`config.mk`:
```
export PLATFORM = sky130hd
export DESIGN_NAME = dif_butterfly
export DESIGN_NICKNAME = d
export VERILOG_FILES = /design/src/rtl/dif_bfly_pkg.sv /design/src/rtl/dif_bfly_ctrl.sv /design/src/rtl/dif_bfly_datapath.sv /design/src/rtl/dif_butterfly.sv
export SDC_FILE = /design/constraint.sdc
export NUM_CORES = 2
export LEC_CHECK = 0
export BUFFER_PORTS_ARGS = -buffer_cell sky130_fd_sc_hd__buf_2
export CORE_MARGIN = 3
export CORE_UTILIZATION = 58
export DETAILED_ROUTE_END_ITERATION = 7
export PLACE_DENSITY = 0.8
export SYNTH_ARGS = -nofsm -noshare
export SYNTH_HDL_FRONTEND = slang
export SYNTH_SLANG_ARGS = --single-unit
```
`constraint.sdc`:
```
create_clock -name clk -period 6.45 [get_ports clk]
set_input_delay 0.3225 -clock clk [delete_from_list [all_inputs] [get_ports clk]]
set_output_delay 0.3225 -clock clk [all_outputs]
set_load 0.005 [all_outputs]
```
`src/rtl/dif_bfly_pkg.sv`:
```
package dif_bfly_pkg;
  localparam int LATENCY = 4;

  typedef struct packed {
    logic ld1;
    logic ld2;
    logic ld3;
    logic ld4;
  } stage_stb_t;
endpackage

```
`src/rtl/dif_bfly_ctrl.sv`:
```
module dif_bfly_ctrl
  import dif_bfly_pkg::*;
(
  input  logic       clk,
  input  logic       rst,
  input  logic       inValid,
  output stage_stb_t stb,
  output logic       outValid
);
  logic [LATENCY-1:0] vPipe;

  always_ff @(posedge clk) begin
    if (rst) vPipe <= '0;
    else     vPipe <= {vPipe[LATENCY-2:0], inValid};
  end

  // each stage loads only when the butterfly ahead of it is valid
  assign stb.ld1  = inValid;
  assign stb.ld2  = vPipe[0];
  assign stb.ld3  = vPipe[1];
  assign stb.ld4  = vPipe[2];
  assign outValid = vPipe[LATENCY-1];
endmodule

```
`src/rtl/dif_bfly_datapath.sv`:
```
module dif_bfly_datapath
  import dif_bfly_pkg::*;
#(
  parameter int DW    = 16,
  parameter int CW    = 16,
  parameter bit HALVE = 1'b1
) (
  input  logic                 clk,
  input  logic                 rst,
  input  stage_stb_t           stb,
  input  logic signed [DW-1:0] topRe,
  input  logic signed [DW-1:0] topIm,
  input  logic signed [DW-1:0] botRe,
  input  logic signed [DW-1:0] botIm,
  input  logic signed [CW-1:0] twCos,
  input  logic signed [CW:0]   twDiff,
  input  logic signed [CW:0]   twSum,
  output logic signed [DW-1:0] sumRe,
  output logic signed [DW-1:0] sumIm,
  output logic signed [DW-1:0] rotRe,
  output logic signed [DW-1:0] rotIm
);
  localparam int AW  = DW + 1;        // sum / difference width
  localparam int DDW = DW + 2;        // a - b width
  localparam int KW  = CW + 1;        // pre-combined coefficient width
  localparam int PW  = DW + CW + 3;   // product width with headroom
  localparam int SW  = PW + 1;        // rotated accumulation width
  localparam int SH  = CW - 1 + int'(HALVE);

  localparam logic signed [SW-1:0] RND_P = SW'(64'sd1 <<< (SH - 1));
  localparam logic signed [SW-1:0] MAX_P = SW'((64'sd1 <<< (DW - 1)) - 1);
  localparam logic signed [SW-1:0] MIN_P = -MAX_P - SW'(1);
  localparam logic signed [AW-1:0] MAX_A = AW'((64'sd1 <<< (DW - 1)) - 1);
  localparam logic signed [AW-1:0] MIN_A = -MAX_A - AW'(1);

  function automatic logic signed [DW-1:0] roundSatP(input logic signed [SW-1:0] v);
    logic signed [SW-1:0] r;
    r = (v + RND_P) >>> SH;
    if (r > MAX_P)      return MAX_P[DW-1:0];
    else if (r < MIN_P) return MIN_P[DW-1:0];
    else                return r[DW-1:0];
  endfunction

  function automatic logic signed [DW-1:0] satA(input logic signed [AW-1:0] v);
    if (v > MAX_A)      return MAX_A[DW-1:0];
    else if (v < MIN_A) return MIN_A[DW-1:0];
    else                return v[DW-1:0];
  endfunction

  // stage 1: sums, differences, coefficient capture
  logic signed [AW-1:0] s1SumRe, s1SumIm, s1A, s1B;
  logic signed [CW-1:0] s1Cos;
  logic signed [KW-1:0] s1Diff, s1Sum;

  always_ff @(posedge clk) begin
    if (stb.ld1) begin
      s1SumRe <= AW'(topRe) + AW'(botRe);
      s1SumIm <= AW'(topIm) + AW'(botIm);
      s1A     <= AW'(topRe) - AW'(botRe);
      s1B     <= AW'(topIm) - AW'(botIm);
      s1Cos   <= twCos;
      s1Diff  <= twDiff;
      s1Sum   <= twSum;
    end
  end

  // stage 2: shared term a - b
  logic signed [AW-1:0]  s2SumRe, s2SumIm, s2A, s2B;
  logic signed [DDW-1:0] s2D;
  logic signed [CW-1:0]  s2Cos;
  logic signed [KW-1:0]  s2Diff, s2Sum;

  always_ff @(posedge clk) begin
    if (stb.ld2) begin
      s2SumRe <= s1SumRe;
      s2SumIm <= s1SumIm;
      s2A     <= s1A;
      s2B     <= s1B;
      s2D     <= DDW'(s1A) - DDW'(s1B);
      s2Cos   <= s1Cos;
      s2Diff  <= s1Diff;
      s2Sum   <= s1Sum;
    end
  end

  // stage 3: the three real multiplications
  logic signed [AW-1:0] s3SumRe, s3SumIm;
  logic signed [PW-1:0] s3Z, s3Pr, s3Pi;

  always_ff @(posedge clk) begin
    if (stb.ld3) begin
      s3SumRe <= s2SumRe;
      s3SumIm <= s2SumIm;
      s3Z     <= PW'(s2D) * PW'(s2Cos);
      s3Pr    <= PW'(s2B) * PW'(s2Diff);
      s3Pi    <= PW'(s2A) * PW'(s2Sum);
    end
  end

  // stage 4: final additions, scaling, rounding and clamping
  logic signed [SW-1:0] rotReFull, rotImFull;
  logic signed [AW-1:0] sumReAdj, sumImAdj;

  assign rotReFull = SW'(s3Z) + SW'(s3Pr);
  assign rotImFull = SW'(s3Pi) - SW'(s3Z);

  generate
    if (HALVE) begin : g_halve
      assign sumReAdj = (s3SumRe + AW'(1)) >>> 1;
      assign sumImAdj = (s3SumIm + AW'(1)) >>> 1;
    end else begin : g_full
      assign sumReAdj = s3SumRe;
      assign sumImAdj = s3SumIm;
    end
  endgenerate

  always_ff @(posedge clk) begin
    if (rst) begin
      sumRe <= '0;
      sumIm <= '0;
      rotRe <= '0;
      rotIm <= '0;
    end else if (stb.ld4) begin
      sumRe <= satA(sumReAdj);
      sumIm <= satA(sumImAdj);
      rotRe <= roundSatP(rotReFull);
      rotIm <= roundSatP(rotImFull);
    end
  end
endmodule

```
`src/rtl/dif_butterfly.sv`:
```
module dif_butterfly
  import dif_bfly_pkg::*;
#(
  parameter int DW    = 16,
  parameter int CW    = 16,
  parameter bit HALVE = 1'b1
) (
  input  logic                 clk,
  input  logic                 rst,
  input  logic                 inValid,
  input  logic signed [DW-1:0] topRe,
  input  logic signed [DW-1:0] topIm,
  input  logic signed [DW-1:0] botRe,
  input  logic signed [DW-1:0] botIm,
  input  logic signed [CW-1:0] twCos,
  input  logic signed [CW:0]   twDiff,
  input  logic signed [CW:0]   twSum,
  output logic                 outValid,
  output logic signed [DW-1:0] sumRe,
  output logic signed [DW-1:0] sumIm,
  output logic signed [DW-1:0] rotRe,
  output logic signed [DW-1:0] rotIm
);
  stage_stb_t stb;

  dif_bfly_ctrl u_ctrl (
    .clk      (clk),
    .rst      (rst),
    .inValid  (inValid),
    .stb      (stb),
    .outValid (outValid)
  );

  dif_bfly_datapath #(.DW(DW), .CW(CW), .HALVE(HALVE)) u_dp (
    .clk    (clk),
    .rst    (rst),
    .stb    (stb),
    .topRe  (topRe),
    .topIm  (topIm),
    .botRe  (botRe),
    .botIm  (botIm),
    .twCos  (twCos),
    .twDiff (twDiff),
    .twSum  (twSum),
    .sumRe  (sumRe),
    .sumIm  (sumIm),
    .rotRe  (rotRe),
    .rotIm  (rotIm)
  );
endmodule

```
## Word level (Yosys, flattened, before mapping)

Index checks and enable logic that the tools add are counted.
W data, S select, Z words.

| word-level totals | value |
|---|---|
| word-level logic and storage cells | 55 |
| flip-flop bits (word level) | 458 |

| operators by class | value |
|---|---|
| magnitude comparators | 8 |
| mux-type cells | 8 |
| add/subtract/negate cells | 11 |
| multiply operators | 3 |

Operators by type and width:

| kind | count |
|---|---|
| $mux W16 | 8 |
| $add A36 B17 Y36 const B | 2 |
| $mul A17 B17 Y34 | 2 |
| $gt A20 B16 Y1 const B | 2 |
| $lt A20 B16 Y1 const B | 2 |
| $add A34 B34 Y35 | 1 |
| $sub A34 B34 Y35 | 1 |
| $add A16 B16 Y17 | 2 |
| $add A17 B2 Y17 const B | 2 |
| $mul A18 B16 Y34 | 1 |
| $sub A16 B16 Y17 | 2 |
| $gt A16 B16 Y1 const B | 2 |
| $lt A16 B16 Y1 const B | 2 |
| $sub A17 B17 Y18 | 1 |

## Longest topological paths before layout

| logic depth | value |
|---|---|
| depth after elaboration | 5 |
| mapped depth | 28 |
| gate-level depth less buffers | 27 |

## By module

Synthesis repeated with hierarchy kept, for this count alone.

| unflattened totals | value |
|---|---|
| cell total of the unflattened synthesis | 5281 |
| area, all modules | 54158.2 µm² |

Modules (own cells, without submodules):

| module | cells each | seq. area each (µm²) | area an instance (µm²) | instances |
|---|---|---|---|---|
| dif_bfly_datapath | 5272 | 12872.3 | 54045.6 | 1 |
| dif_bfly_ctrl | 9 | 80.1 | 112.6 | 1 |

## Worst setup path before layout

No wires, ideal clock.

| timing path | value |
|---|---|
| kind | register -> register |
| start point | register u_dp.s2Sum[8] |
| end point | register, netlist name u_dp.s3Pi[33] |
| required time | 6182 ps |
| setup slack | -317 ps |
| arrival | 6499 ps |
| stages on the path, launching flop included | 29 |
| period minus slack after synthesis | 6767 ps |
| cells stage by stage | edfxtp_1 > clkbuf_1 > clkbuf_1 > nand2_1 > fa_1 > inv_1 > fa_1 > inv_1 > fa_1 > inv_1 > fa_1 > fa_1 > inv_1 > fa_1 > inv_1 > ha_1 > nand3_1 > nor2_1 > and3_1 > a32oi_1 > o211ai_1 > o211a_1 > a41o_1 > o21a_1 > o21ai_0 > nand2b_1 > a41o_1 > o41ai_1 > xnor2_1 |

| on the way | value |
|---|---|
| longest elaborated chain between the ends | 1 |

Ends and longest elaborated chain:

| element | RTL line | source |
|---|---|---|
| start, declared | dif_bfly_datapath.sv:71 | `logic signed [KW-1:0] s2Diff, s2Sum;` |
| start signal, assigned | dif_bfly_datapath.sv:82 | `s2Sum <= s1Sum;` |
| $mul A17 B17 Y34 | dif_bfly_datapath.sv:96 | `s3Pi <= PW'(s2A) * PW'(s2Sum);` |

Every way passes these cells.
A chain may end at the register's enable or synchronous reset.

## Worst setup path in the final report

| timing path | value |
|---|---|
| start point | register u_dp.s2Sum[6] |
| end point | register, netlist name u_dp.s3Pi[33] |

| on the way | value |
|---|---|
| longest elaborated chain between the ends | 1 |

Ends and longest elaborated chain:

| element | RTL line |
|---|---|
| $mul A17 B17 Y34 | dif_bfly_datapath.sv:96 |

Every way passes these cells.

==> results.ini <==
[floorplanning]
start_util = 0.588
dieHeight_um = 312
die_area_um2 = 97200
die_w_um = 312
coreArea_um2 = 92200
rows = 111
io_pins = 182

[grt]
grt_pass1_wl_um = 211000
grt_usage = 0.272
grt_max_degree = 78
grt-ovfl-total = 0
antenna_found_initial = 2
first_global_vias = 40700

[synth]
synth-xor-area-share = 0.0398
yosysMostFrequentCell = inv_1
synth_fa_ha_area_frac = 0.422
synth_top_family_by_area = adder cells
syn_inst = 5356
synth-compound-area-share = 0.0694
yosys-top-cells-count = 1140 x inv_1, 887 x fa_1, 498 x nand2_1
ys.flop_type = edfxtp_1
synth_edf_count = 386
ys_ff_latch = 454
synth.avg_cell_area_um2 = 10.1
ys_seq_area_frac = 0.239
synth_top_area_cell = fa_1
yosys.area.top_type_share = 0.328
synthTopCellsByArea = fa_1 33%, edfxtp_1 21%, ha_1 9.4%, inv_1 7.9%, and2_1 5.1%
synthMuxAreaShare = 0.00132
syn_nets = 6767
netlist_area_um2 = 54200
synthSimpleGateAreaFrac = 0.138
yosysWarnings = 0
synth.distinct_cells = 97
async_reset_ff_frac = 0

[sta]
fin_ws_ns = -0.142
rsz0062_at_grt = true
fin_hold_ws_ns = 0.135
min_period_ns = 6.59
slew_headroom = 0.176
fin_skew_ns = 0.0694
final_max_slew_viol_count = 0
setup_viol = 1
period_share = 1.02
max_freq_mhz = 152
tns_ns = -0.142
hold_violations = 0
tightest_slew_ns = 1.23

[critical_path]
path_class = reg2reg
timing.critical_path.buf_inv = 6
crit_family = adder cells
slowest_delay_ns = 0.53
cp-start-kind = flop
required_ns = 6.83
arrival_ns = 6.97
critPathSlowestCell = fa_1
cp_max_fo = 5
setup.worst_path.end_class = flop
cpMostUsedCell = fa_1

[detailed_routing]
ant_nets = 0
wire_per_inst_um = 18.6
viasPerCell = 5.44
routed_wl_um = 132000
drt-initial-drc-count = 3098
dr_total_vias = 38600
post-route-drc-count = 0
drtPass1Iterations = 5

[clock_tree]
clock-sinks = 454
clk_pin_slew_worst_paths_ns = 0.07
clockBufferDepth = 3
h-tree-depth = 2
tritoncts = yes
numCtsBuffers = 51
clk_latency_ns = 0.66
cts-root-buf = clkbuf_16

[outcome]
violations = setup timing
status = finished, violations left

[layout]
drive_gt1_frac = 0.133
area_delta_synth_final_pct = 13.9
nets = 7227

[place]
dpl.hpwl_um = 108000
numPortBuffers = 181
gp_congestion = 0.973

[worst_hold_path]
hp-class = in2reg

[run]
cap_violations = 0

cell type report:
class / count / area, um^2
clock buffer: 60 / 1380
inverter: 1140 / 4280
clock inverter: 35 / 405
fill: 6820 / 30500
tap: 1243 / 1560
antenna: 2 / 5.00
multi-input combinational: 3606 / 36900
timing repair buffer: 563 / 4280
sequential: 454 / 13000
worst reg2reg max path, stage by stage, from the launching register on:
cell and delay (ns):
edfxtp_1 0.44, buf_4 0.17, buf_4 0.14, and2_4 0.15, fa_1 0.49, inv_2 0.04
fa_1 0.48, fa_1 0.49, inv_1 0.05, fa_1 0.46, fa_1 0.53, inv_2 0.04
fa_1 0.51, inv_2 0.05, ha_4 0.25, a21oi_2 0.20, nor2b_4 0.06, o31ai_4 0.25
o211ai_1 0.14, o211a_1 0.19, a41o_1 0.20, o21a_1 0.20, o21ai_1 0.11, nand2b_1 0.09
a41o_1 0.24, o41ai_4 0.24, xnor2_1 0.11
state kept, by name (all words and copies together), names as in the netlist, 17 cells and up:
register	count
u_dp.s2Diff	17
u_dp.s1B	17
u_dp.s2B	17
u_dp.s2Sum	17
u_dp.s3SumIm	17
u_dp.s1A	17
u_dp.s3Z	34
u_dp.s3Pr	34
u_dp.s1Sum	17
u_dp.s2D	18
u_dp.s3Pi	34
u_dp.s2A	17
u_dp.s3SumRe	17
u_dp.s1Diff	17
cells by family (layout without fill, tap and decap cells):
kind of cell             Yosys count  after routing
multiplexers                       7              7
adder cells (fa/ha/maj)         1294           1294
AND/OR/NAND/NOR                 1496           1496
buffers and inverters           1296           1798
flip-flops                       454            454
other                              0              2
AO/OA/AOI/OAI                    563            563
XOR/XNOR                         246            246
per-stage QoR:
stage | std cells | instance area [um^2] | utilization | setup slack, ns
after floorplan | 5356 | 54200 | - | -0.0319
after global placement | 6895 | 58300 | 0.632 | -0.146
after detailed placement | 6895 | 58300 | 0.632 | -0.269
after CTS | 7059 | 60800 | 0.660 | -0.0686
after global routing | 7101 | 61700 | 0.670 | -0.397
final | 7103 | 61800 | 0.670 | -0.142
worst paths after layout:
kind / to / slack, ns / from / cells after the start
worst max register to register: u_dp.s3Pi[33] / -0.14 / u_dp.s2Sum[6] / 26
worst max-delay path: u_dp.s3Pi[33] / -0.14 / u_dp.s2Sum[6] / 26
worst min-delay path: u_dp.s1B[0] / 0.13 / botIm[0] / 3
worst min register to register: u_dp.s3SumRe[7] / 0.37 / u_dp.s2SumRe[7] / 0
metal layers:
metal	wire length (um)	vias up	GRT usage
li1	-	17600	-
met1	53600	19200	0.360
met2	63600	1505	0.459
met3	9560	341	0.0422
met4	5520	2	0.0942
met5	13	-	0
timing repair:
action                                  in CTS  in global routing
hold buffers                                50                  0
endpoints found under the setup margin      12                 28
resized for setup                           29                147
pin swaps                                   27                118
setup buffers                               19                 45
endpoints found under the hold margin       50                  0
cloned                                       0                  1
cell usage in the layout (no fill, tap or decap), drive strengths merged, types with 7 or more instances in the layout:
cell,count
a31oi,16
edfxtp,386
dfxtp,68
ha,407
a211oi,44
dlygate4sd3,50
nor3,54
o21ai,97
inv,1149
and2,441
and3,38
clkbuf,61
nor2b,33
o21bai,29
a21oi,167
nand3,64
fa,887
clkinv,19
xor2,73
nand4,18
a21boi,16
nor4,8
a211o,10
or3,10
nor2,266
o21a,32
xnor2,173
nand2b,37
a21o,52
o31ai,15
buf,512
o211ai,13
a31o,7
nand2,499
Power is not shown: default switching activity piles up to over one toggle a cycle in this logic, so the estimate is an artifact.
